**src/rtl/flash_erase_pkg.sv**
```systemverilog
package flash_erase_pkg;
  typedef enum logic [3:0] {
    S_IDLE, S_PRE_RD, S_PROG, S_VPP_UP, S_ER_SETUP, S_ER_CMD, S_ER_WAIT,
    S_VF_CMD, S_VF_WAIT, S_VF_RD, S_RD_CMD, S_VPP_DN
  } seq_state_e;

  typedef enum logic [1:0] {WR_IDLE, WR_SETUP, WR_STROBE, WR_HOLD} wr_phase_e;

  localparam logic [7:0] CMD_ERASE   = 8'h20;
  localparam logic [7:0] CMD_VERIFY  = 8'hA0;
  localparam logic [7:0] CMD_READ    = 8'h00;
  localparam logic [7:0] BYTE_ERASED = 8'hFF;
  localparam logic [7:0] BYTE_ZERO   = 8'h00;
endpackage

```
**src/rtl/flash_bus_wr.sv**
```systemverilog
module flash_bus_wr
  import flash_erase_pkg::*;
#(
  parameter int unsigned WE_CYC = 2
) (
  input  logic clk_i,
  input  logic rst_ni,
  input  logic go_i,
  output logic we_o,
  output logic done_o
);
  localparam int unsigned CW = (WE_CYC > 1) ? $clog2(WE_CYC) : 1;
  localparam logic [CW-1:0] STROBE_LAST = CW'(WE_CYC - 1);

  wr_phase_e     phase_q;
  logic [CW-1:0] cnt_q;

  always_ff @(posedge clk_i or negedge rst_ni) begin
    if (!rst_ni) begin
      phase_q <= WR_IDLE;
      cnt_q   <= '0;
    end else begin
      unique case (phase_q)
        WR_IDLE:   if (go_i) phase_q <= WR_SETUP;
        WR_SETUP: begin
          phase_q <= WR_STROBE;
          cnt_q   <= STROBE_LAST;
        end
        WR_STROBE: begin
          if (cnt_q == '0) phase_q <= WR_HOLD;
          else             cnt_q   <= cnt_q - 1'b1;
        end
        WR_HOLD:   phase_q <= go_i ? WR_SETUP : WR_IDLE;
        default:   phase_q <= WR_IDLE;
      endcase
    end
  end

  assign we_o   = (phase_q == WR_STROBE);
  assign done_o = (phase_q == WR_HOLD);
endmodule

```
**src/rtl/flash_wait_tmr.sv**
```systemverilog
module flash_wait_tmr #(
  parameter int unsigned LONG_CYC  = 16,
  parameter int unsigned SHORT_CYC = 4
) (
  input  logic clk_i,
  input  logic rst_ni,
  input  logic go_i,
  input  logic sel_long_i,
  output logic done_o
);
  localparam int unsigned MAXC = (LONG_CYC > SHORT_CYC) ? LONG_CYC : SHORT_CYC;
  localparam int unsigned W    = $clog2(MAXC + 1);
  localparam logic [W-1:0] LONG_V  = W'(LONG_CYC);
  localparam logic [W-1:0] SHORT_V = W'(SHORT_CYC);
  localparam logic [W-1:0] ONE     = W'(1);

  logic [W-1:0] cnt_q;

  always_ff @(posedge clk_i or negedge rst_ni) begin
    if (!rst_ni)              cnt_q <= '0;
    else if (go_i)            cnt_q <= sel_long_i ? LONG_V : SHORT_V;
    else if (cnt_q != '0)     cnt_q <= cnt_q - ONE;
  end

  // loaded value N gives exactly N cycles in the waiting state
  assign done_o = (cnt_q == ONE);
endmodule

```
**src/rtl/flash_erase_seq.sv**
```systemverilog
module flash_erase_seq
  import flash_erase_pkg::*;
#(
  parameter int unsigned ADDR_W     = 17,
  parameter int unsigned CLK_MHZ    = 250,
  parameter int unsigned ERASE_US   = 10000,
  parameter int unsigned VERIFY_NS  = 6000,
  parameter int unsigned WE_CYC     = 2,
  parameter int unsigned MAX_PULSES = 1000
) (
  input  logic              clk_i,
  input  logic              rst_ni,
  input  logic              start_i,
  output logic              busy_o,
  output logic              done_o,
  output logic              error_o,
  output logic              pass_flag_o,
  output logic              fail_flag_o,
  output logic              prog_req_o,
  input  logic              prog_done_i,
  output logic              vpp_hi_o,
  input  logic              vpp_ramp_done_i,
  output logic [ADDR_W-1:0] flash_addr_o,
  output logic [7:0]        flash_wdata_o,
  input  logic [7:0]        flash_rdata_i,
  output logic              flash_we_o,
  output logic              flash_oe_o
);
  localparam int unsigned ERASE_CYC  = ERASE_US * CLK_MHZ;
  localparam int unsigned VERIFY_CYC = (VERIFY_NS * CLK_MHZ + 999) / 1000;
  localparam int unsigned PCNT_W     = $clog2(MAX_PULSES + 1);
  localparam logic [PCNT_W-1:0] PCNT_LAST = PCNT_W'(MAX_PULSES - 1);
  localparam logic [ADDR_W-1:0] LAST_ADDR = '1;

  seq_state_e        state_q, state_d;
  logic [ADDR_W-1:0] addr_q, addr_d;
  logic [7:0]        wdata_q, wdata_d;
  logic [PCNT_W-1:0] pcnt_q, pcnt_d;
  logic              vpp_q, vpp_d;
  logic              fail_path_q, fail_path_d;
  logic              done_q, done_d, err_q, err_d;
  logic              pass_q, pass_d, fail_q, fail_d;
  logic              wr_go, wr_done, tmr_go, tmr_done;

  always_comb begin
    state_d     = state_q;
    addr_d      = addr_q;
    wdata_d     = wdata_q;
    pcnt_d      = pcnt_q;
    vpp_d       = vpp_q;
    fail_path_d = fail_path_q;
    pass_d      = pass_q;
    fail_d      = fail_q;
    done_d      = 1'b0;
    err_d       = 1'b0;
    unique case (state_q)
      S_IDLE: if (start_i) begin
        state_d = S_PRE_RD;
        addr_d  = '0;
        pass_d  = 1'b0;
        fail_d  = 1'b0;
      end
      S_PRE_RD: begin
        if (flash_rdata_i != BYTE_ZERO) state_d = S_PROG;
        else if (addr_q == LAST_ADDR) begin
          state_d = S_VPP_UP;
          vpp_d   = 1'b1;
        end else addr_d = addr_q + 1'b1;
      end
      S_PROG: if (prog_done_i) begin
        state_d = S_VPP_UP;
        vpp_d   = 1'b1;
      end
      S_VPP_UP: if (vpp_ramp_done_i) begin
        state_d = S_ER_SETUP;
        addr_d  = '0;
        pcnt_d  = '0;
        wdata_d = CMD_ERASE;
      end
      S_ER_SETUP: if (wr_done) state_d = S_ER_CMD;
      S_ER_CMD:   if (wr_done) state_d = S_ER_WAIT;
      S_ER_WAIT: if (tmr_done) begin
        state_d = S_VF_CMD;
        wdata_d = CMD_VERIFY;
      end
      S_VF_CMD:  if (wr_done)  state_d = S_VF_WAIT;
      S_VF_WAIT: if (tmr_done) state_d = S_VF_RD;
      S_VF_RD: begin
        if (flash_rdata_i == BYTE_ERASED) begin
          if (addr_q == LAST_ADDR) begin
            state_d = S_RD_CMD;
            wdata_d = CMD_READ;
          end else begin
            state_d = S_VF_CMD;
            addr_d  = addr_q + 1'b1;
          end
        end else begin
          pcnt_d = pcnt_q + 1'b1;
          if (pcnt_q == PCNT_LAST) begin
            state_d     = S_VPP_DN;
            vpp_d       = 1'b0;
            fail_path_d = 1'b1;
          end else begin
            state_d = S_ER_SETUP;
            wdata_d = CMD_ERASE;
          end
        end
      end
      S_RD_CMD: if (wr_done) begin
        state_d     = S_VPP_DN;
        vpp_d       = 1'b0;
        fail_path_d = 1'b0;
      end
      S_VPP_DN: if (vpp_ramp_done_i) begin
        state_d = S_IDLE;
        if (fail_path_q) begin
          err_d  = 1'b1;
          fail_d = 1'b1;
        end else begin
          done_d = 1'b1;
          pass_d = 1'b1;
        end
      end
      default: state_d = S_IDLE;
    endcase
  end

  // write and timer launches on entry to their states
  assign wr_go  = (state_d != state_q) &&
                  (state_d inside {S_ER_SETUP, S_ER_CMD, S_VF_CMD, S_RD_CMD});
  assign tmr_go = (state_d != state_q) && (state_d inside {S_ER_WAIT, S_VF_WAIT});

  always_ff @(posedge clk_i or negedge rst_ni) begin
    if (!rst_ni) begin
      state_q     <= S_IDLE;
      addr_q      <= '0;
      wdata_q     <= '0;
      pcnt_q      <= '0;
      vpp_q       <= 1'b0;
      fail_path_q <= 1'b0;
      done_q      <= 1'b0;
      err_q       <= 1'b0;
      pass_q      <= 1'b0;
      fail_q      <= 1'b0;
    end else begin
      state_q     <= state_d;
      addr_q      <= addr_d;
      wdata_q     <= wdata_d;
      pcnt_q      <= pcnt_d;
      vpp_q       <= vpp_d;
      fail_path_q <= fail_path_d;
      done_q      <= done_d;
      err_q       <= err_d;
      pass_q      <= pass_d;
      fail_q      <= fail_d;
    end
  end

  flash_bus_wr #(.WE_CYC(WE_CYC)) u_wr (
    .clk_i  (clk_i),
    .rst_ni (rst_ni),
    .go_i   (wr_go),
    .we_o   (flash_we_o),
    .done_o (wr_done)
  );

  flash_wait_tmr #(.LONG_CYC(ERASE_CYC), .SHORT_CYC(VERIFY_CYC)) u_tmr (
    .clk_i      (clk_i),
    .rst_ni     (rst_ni),
    .go_i       (tmr_go),
    .sel_long_i (state_d == S_ER_WAIT),
    .done_o     (tmr_done)
  );

  assign busy_o        = (state_q != S_IDLE);
  assign done_o        = done_q;
  assign error_o       = err_q;
  assign pass_flag_o   = pass_q;
  assign fail_flag_o   = fail_q;
  assign prog_req_o    = (state_q == S_PROG);
  assign vpp_hi_o      = vpp_q;
  assign flash_addr_o  = addr_q;
  assign flash_wdata_o = wdata_q;
  assign flash_oe_o    = (state_q == S_PRE_RD) || (state_q == S_VF_RD);
endmodule

```
**config.mk**
```make
export PLATFORM = sky130hd
export DESIGN_NAME = flash_erase_seq
export DESIGN_NICKNAME = d
export VERILOG_FILES = /design/src/rtl/flash_erase_pkg.sv /design/src/rtl/flash_bus_wr.sv /design/src/rtl/flash_wait_tmr.sv /design/src/rtl/flash_erase_seq.sv
export SDC_FILE = /design/constraint.sdc
export NUM_CORES = 1
export LEC_CHECK = 0
export ABC_AREA = 1
export BUFFER_PORTS_ARGS = -buffer_cell sky130_fd_sc_hd__buf_2
export CAP_MARGIN = 20
export CORE_MARGIN = 3
export CORE_UTILIZATION = 55
export CTS_BUF_LIST = sky130_fd_sc_hd__clkbuf_8
export DETAILED_ROUTE_END_ITERATION = 7
export GPL_TIMING_DRIVEN = 0
export PLACE_DENSITY = 0.79
export SYNTH_ARGS = -nofsm -noshare
export SYNTH_HDL_FRONTEND = slang
export SYNTH_SLANG_ARGS = --single-unit
```
**constraint.sdc**
```tcl
create_clock -name clk_i -period 2.4 [get_ports clk_i]
set_clock_uncertainty 0.1 [all_clocks]
set_input_delay 0 -clock clk_i [delete_from_list [all_inputs] [get_ports clk_i]]
set_output_delay 0 -clock clk_i [all_outputs]
set_load 0.01 [all_outputs]
```
==> flow_summary.toml, run 1 <==
[run_status]
outcome = "complete, but fails checks"
violations = "setup timing"

[sta]
finalWorstSetupSlack_ns = -0.1037
period_share = 1.043
setup_viol = 2
max_slew_margin = 0.4557
final_hold_viol_count = 0
fmax_mhz = 399.4
drv_slew = 0
tightest_slew_ns = 0.8164
layout_min_cycle_time_ns = 2.504
rsz0062_at_grt = "true"

[power_and_ir_drop]
max-vdd-ir-drop_mv = 0.4955
switching_share = 0.4389
internal_power_w = 0.002952
power_frac_comb = 0.465
finalPower_w = 0.005261
clock_power_share = 0.209
p_per_area_nw_per_um2 = 1088
p_leak_nw = 2.409
seqPwrFrac = 0.326
p_switching_w = 0.002309

[global_routing]
antenna_found_initial = 0
met1_usage = 0.3287
grt_max_degree = 65
use_met3 = 0.03645
grt_overflow_total = 0
met2_usage = 0.3936
track_usage = 0.2437
grt_busiest_layer = "met2"
grt_pass1_wl_mm = 16.70
grt_pass1_vias = 3703

[setup_path]
r2r_slack_ns = -0.10
crit_required_ns = 2.53
r2r_start = "flash_addr_o[0]"
worst_r2r_endpoint = "u_wr.phase_q[0]"
worstPathArrival_ns = 2.63
worst-path-max-fanout = 3
r2r_cells = 19
path_class = "reg2reg"
crit_end = "u_wr.phase_q[0]"
startpoint_type = "register"
end_kind = "register"
worstSetupStartpoint = "flash_addr_o[0]"

[logic_synthesis]
seq_area_frac_synth = 0.4013
ys_ff_latch = 64
async_flop_share = 1.000
synthCells = 535
syn_area_per_cell_um2 = 7.460
yosys_warnings = 0
synth_cell_type_count = 45
dominantRegCellSynth = "dfrtp_1"
syn_area_um2 = 3991
synth-edff-count = 0

[place]
numPortBuffers = 40
dpl_worst_slack_ns = -0.2806
gp_congestion = 0.9320
dp_hpwl_mm = 6.992

[die]
num_rows = 30
coreArea_um2 = 6907
top_level_ports = 47
initial_core_util = 0.5779
die_area_um2 = 8315
die_height_um = 91.19
die-width_um = 91.19

[clock_tree]
cts_buffers = 9
root_buffer = "clkbuf_8"
clkTransAtPathRegs_ns = 0.07
clock_sinks = 64
cts.htree.levels = 3
insertion_delay_ns = 0.34
cts_max_path_buffers = 2
cts_tree = "yes"

[drt]
drc = 0
num_vias = 3860
wl_mm = 9.937
drtIter0Drc = 280
detail-route-antenna-nets = 0
wire_per_inst_um = 14.12
vias_per_cell = 5.483
first_pass_iters = 5

[hold_path]
hp-class = "in2reg"

[job]
maxCapViolations = 0

[finish]
drive_above_1_share = 0.2434
antennaDiodeCount = 0
fin_nets = 627
area.growth.synth_to_final_pct = 21.10
-- power groups by stage --
| stage | registers, W | logic [W] | clock network, W |
|---|---|---|---|
| after floorplan | 0.00165 | 0.00167 | 0 |
| after global placement | 0.00169 | 0.00210 | 0 |
| after detailed placement | 0.00171 | 0.00217 | 0 |
| after CTS | 0.00169 | 0.00225 | 0.00112 |
| after global routing | 0.00176 | 0.00277 | 0.00116 |
| final | 0.00171 | 0.00245 | 0.00110 |
-- per-layer routing --
layer | vias up | share of wire | wire length (µm)
met2 | 148 | 0.48 | 4758
met5 | - | 0 | 0
met3 | 24 | 0.060 | 596
met4 | 0 | 0.022 | 220
met1 | 1803 | 0.44 | 4362
li1 | 1885 | - | -
-- per-stage QoR --
| step | utilization | TNS (ns) | hold slack [ns] | std cells | instance area (µm²) |
|---|---|---|---|---|---|
| floorplan | - | 0 | -0.3956 | 540 | 4015 |
| global placement | 0.6277 | -1.023 | 0.2223 | 676 | 4335 |
| detailed placement | 0.6281 | -1.676 | 0.05077 | 676 | 4338 |
| CTS | 0.6815 | -0.2712 | 0.01314 | 701 | 4707 |
| global route | 0.6998 | -0.7159 | 0.07206 | 704 | 4833 |
| finish | 0.6998 | -0.2011 | 0.03241 | 704 | 4833 |
-- how the worst min path moves through the flow --
stage	startpoint	endpoint	depth (start not counted)	slack [ns]
2_1_floorplan	rst_ni	done_o	0	-0.40
3_3_place_gp	vpp_ramp_done_i	error_o	3	0.22
3_5_place_dp	rst_ni	u_tmr.cnt_q[4]	1	0.05
4_1_cts	prog_done_i	vpp_hi_o	5	0.01
5_1_grt	prog_done_i	vpp_hi_o	5	0.07
6_report	prog_done_i	vpp_hi_o	5	0.03
-- registers in the layout, indices dropped and copies added, names as in the netlist --
name / cells
pass_flag_o: 1
u_wr.phase_q: 2
flash_wdata_o: 2
pcnt_q: 10
flash_addr_o: 17
fail_flag_o: 1
vpp_hi_o: 1
fail_path_q: 1
error_o: 1
u_tmr.cnt_q: 22
state_q: 4
u_wr.cnt_q: 1
done_o: 1
-- logic make-up (layout without fill, tap and decap cells) --
kind of cell | Yosys count | count (layout) | synth area share
and+or+nand+nor | 307 | 307 | 0.3599
AOI/OAI and AO/OA | 71 | 71 | 0.1044
buffers and inverters | 69 | 137 | 0.07273
DFF | 64 | 64 | 0.4013
xor gates and xnor gates | 12 | 12 | 0.02633
adders and majority gates | 11 | 11 | 0.03448
other | 1 | 6 | 0.0009395
-- cell usage after synthesis, types with 2 or more instances --
library cell | n | area share
clkbuf_1 | 3 | 0.0028
nor2_1 | 78 | 0.073
nor2_4 | 5 | 0.014
inv_4 | 2 | 0.0031
a21oi_1 | 26 | 0.033
xor2_1 | 9 | 0.020
xnor2_1 | 3 | 0.0066
nand2_4 | 4 | 0.011
nand3_1 | 43 | 0.054
buf_2 | 2 | 0.0025
nor3_2 | 2 | 0.0050
a2bb2oi_1 | 2 | 0.0044
nand3_2 | 3 | 0.0075
dfrtp_1 | 64 | 0.40
nor4_1 | 4 | 0.0063
nand2_2 | 3 | 0.0047
o211ai_1 | 3 | 0.0056
nor3_1 | 14 | 0.018
nor2_2 | 7 | 0.011
nand2_1 | 119 | 0.11
inv_2 | 3 | 0.0028
buf_4 | 6 | 0.011
ha_1 | 11 | 0.034
or2_2 | 7 | 0.011
nand4_1 | 12 | 0.019
o31ai_1 | 4 | 0.0075
o21ai_0 | 25 | 0.031
inv_1 | 52 | 0.049
nand3b_1 | 2 | 0.0038
o21a_1 | 2 | 0.0038
-- layout make-up --
cell class | instances | area [µm²]
fill | 573 | 2073
buffer | 10 | 63.81
clock buffer | 9 | 123.9
multi-input combinational | 407 | 2272
tap | 96 | 120.1
inverter | 58 | 227.7
clock inverter | 7 | 111.4
timing repair buffer | 53 | 311.5
sequential | 64 | 1603
-- placed cells by master (no fill, tap or decap), types with 3 or more instances in the layout --
master and count:
o211ai_1 3, o21ai_1 3, conb_1 6, nor2_1 72, nor3_1 11, nand3_2 6
inv_2 9, nor4_1 4, nor2_2 11, dlygate4sd3_1 3, nand4_1 12, xor2_1 9
ha_1 8, nor3_4 3, or2_2 7, o31ai_1 4, bufinv_16 3, o21ai_0 22
dfrtp_1 63, buf_4 16, inv_1 47, nand3_1 37, nor2_4 7, nand2_2 6
buf_2 41, nand2_1 115, xnor2_1 3, nand2_4 5, clkbuf_8 9, a21oi_1 26
nand3_4 3
-- critical path: stages, from the launching register on --
cell and delay, ns:
dfrtp_1 0.42, ha_4 0.17, nand3_4 0.08, nor2_4 0.14
nand3_4 0.10, nor3_4 0.15, ha_2 0.21, inv_2 0.06
nand3_4 0.10, nor2_4 0.04, inv_1 0.05, nand2_1 0.06
nor2_2 0.14, nand2_1 0.09, nand2_1 0.08, nand3_2 0.09
nand2_2 0.09, nand2_4 0.06, o211ai_1 0.09, nand2_1 0.08
-- repair_timing --
item / 4_1_cts / 5_1_grt
setup endpoints to repair: 16 / 33
resized for setup: 16 / 30
endpoints found under the hold margin: 68 / 0
buffers inserted: 6 / 4
pin swaps: 9 / 17
hold buffers: 3 / 0
Power figures use the tool's default switching activity.
==> inputs of run 2 (changes only) <==
- CORE_ASPECT_RATIO: default -> 1.1
==> run 2 against run 1 <==
The flow still finishes with violations (setup timing); register-to-register slack hardly changed; clock power hardly changed; die area hardly changed; critical path depth is 1 lower; flip-flop and latch count stayed put; total power is 3.4% higher; sequential share of layout area is 0.80 points lower; critical path type unchanged; critical endpoint is now flash_addr_o[9].
==> flow_summary.toml, run 2 (synthesized netlist as in run 1, its figures left out) <==
[run_status]
outcome = "complete, but fails checks"
violations = "setup timing"

[setup_path]
slowest_stage = "dfrtp_1"
max_stage_delay_ns = 0.37
crit_chain = "ha_2, nand3_2, nor2_4, nand3_4, nor3_4, ha_2, inv_2, buf_4, a21oi_2, nor2_2, nand2_4, clkinv_4, nand2_4, nor2_4, inv_2, nor2_4, nand3_2, a21oi_2"
r2r_slack_ns = -0.12
worstPathArrival_ns = 2.64
crit_required_ns = 2.52
critical_path.most_common_cell = "nor2_4"
end_kind = "register"
startpoint_type = "register"
path_class = "reg2reg"
worst-path-max-fanout = 6

[job]
maxCapViolations = 0

[finish]
multi_input_area_um2 = 2297
area.growth.synth_to_final_pct = 24.20
final_common_cell = "nand2_1"
fillers = 509
final_cell_mix = "nand2_1 (112), nor2_1 (71), dfrtp_1 (62), inv_1 (47), buf_2 (40)"
fin_nets = 641
drive_above_1_share = 0.2701
antennaDiodeCount = 0
fin_area_um2 = 4957
ff_latch_area_um2 = 1604
top_register = "u_tmr.cnt_q"
largest_reg_flops = 22

[power_and_ir_drop]
p_leak_nw = 2.509
max-vdd-ir-drop_mv = 0.6422
p_per_area_nw_per_um2 = 1097
p_switching_w = 0.002433
finalPower_w = 0.005439
clock_power_share = 0.196
seqPwrFrac = 0.315
switching_share = 0.4474
internal_power_w = 0.003005
power_frac_comb = 0.489

[global_routing]
grt_pass1_wl_mm = 16.24
track_usage = 0.2437
antenna_found_initial = 0
grt_pass1_vias = 3797
grt_overflow_total = 0
grt_max_degree = 65

[die]
initial_core_util = 0.5847
die_area_um2 = 8316
num_rows = 31
die-width_um = 87.23
die_height_um = 95.35
coreArea_um2 = 6827
top_level_ports = 47

[place]
dp_hpwl_mm = 6.819
gp_congestion = 0.8924
dpl_worst_slack_ns = -0.2239
post_dp_cell_area_um2 = 4320
numPortBuffers = 40

[sta]
layout_min_cycle_time_ns = 2.519
setup_viol = 11
fmax_mhz = 397.0
finalWorstSetupSlack_ns = -0.1186
fin_tns_setup_ns = -0.6935
holdWs_ns = 0.08353
period_share = 1.049
final_hold_viol_count = 0
rsz0062_at_grt = "true"
drv_slew = 0
tightest_slew_ns = 0.8105
max_slew_margin = 0.4596

[clock_tree]
cts_buffers = 9
cts_tree = "yes"
clock_sinks = 64
clkTransAtPathRegs_ns = 0.08
cts.htree.levels = 3
cts_max_path_buffers = 2
insertion_delay_ns = 0.34
root_buffer = "clkbuf_8"

[drt]
detail-route-antenna-nets = 0
drc = 0
wire_per_inst_um = 14.81
wl_mm = 10.43
drtIter0Drc = 307
vias_per_cell = 5.578
first_pass_iters = 6
num_vias = 3927

[hold_path]
hp-class = "in2reg"
run 2: changes by cell type in the layout (fill, tap and decap cells not counted), moves of 3 or more:
cell,delta
nand2_1,-3
nand2_4,+3
nor3_2,+3
buf_6,+3
buf_4,+11
run 2: power groups by stage:
stage / combinational (W) / clock (W) / sequential, W
after global placement: 0.00210 / 0 / 0.00170
after CTS: 0.00226 / 0.00107 / 0.00169
after detailed placement: 0.00217 / 0 / 0.00171
after global routing: 0.00298 / 0.00114 / 0.00175
final: 0.00266 / 0.00107 / 0.00171
after floorplan: 0.00167 / 0 / 0.00165
run 2: area by class of cell:
cell class / instances / share of cell area
multi-input combinational: 407 / 0.4634
sequential: 64 / 0.3236
timing repair buffer: 66 / 0.08405
inverter: 58 / 0.04644
clock buffer: 10 / 0.02776
tap: 82 / 0.02070
clock inverter: 6 / 0.01868
buffer: 11 / 0.01540
run 2: routing by layer:
layer  GRT usage  vias up  part of all wire
li1            -     1913                 -
met1      0.2877     1829              0.40
met2      0.4323      147              0.52
met3     0.03976       38             0.053
met4      0.1100        0             0.034
met5           0        -                 0
run 2: critical path, delay by kind of cell (launching register included):
family,cells,cell delay [ns]
AND/OR/NAND/NOR,10,0.97
adder cells (fa/ha/maj),2,0.41
flip-flops,1,0.37
buffers and inverters,4,0.36
AO/OA/AOI/OAI,2,0.18
run 2: metrics by stage:
step	utilization	instances
4_1_cts	0.6967	697
5_1_grt	0.7262	704
3_3_place_gp	0.6325	662
3_5_place_dp	0.6329	662
6_report	0.7262	704
2_1_floorplan	-	540
run 2: worst paths after layout:
check | cells past startpoint | endpoint | startpoint
hold / removal | 7 | state_q[1] | flash_rdata_i[1]
hold reg to reg | 1 | done_o | fail_path_q
min in group asynchronous | 2 | u_tmr.cnt_q[15] | rst_ni
max in group asynchronous | 2 | flash_addr_o[7] | rst_ni
setup / recovery | 18 | flash_addr_o[9] | flash_addr_o[0]
setup reg to reg | 18 | flash_addr_o[9] | flash_addr_o[0]
run 2: timing repair:
| item | in CTS | in global routing |
|---|---|---|
| gates resized for setup | 17 | 46 |
| setup buffers | 16 | 10 |
| pin swaps | 12 | 18 |
| endpoints found under the hold margin | 68 | 0 |
| hold buffers | 3 | 0 |
| setup endpoints to repair | 15 | 22 |
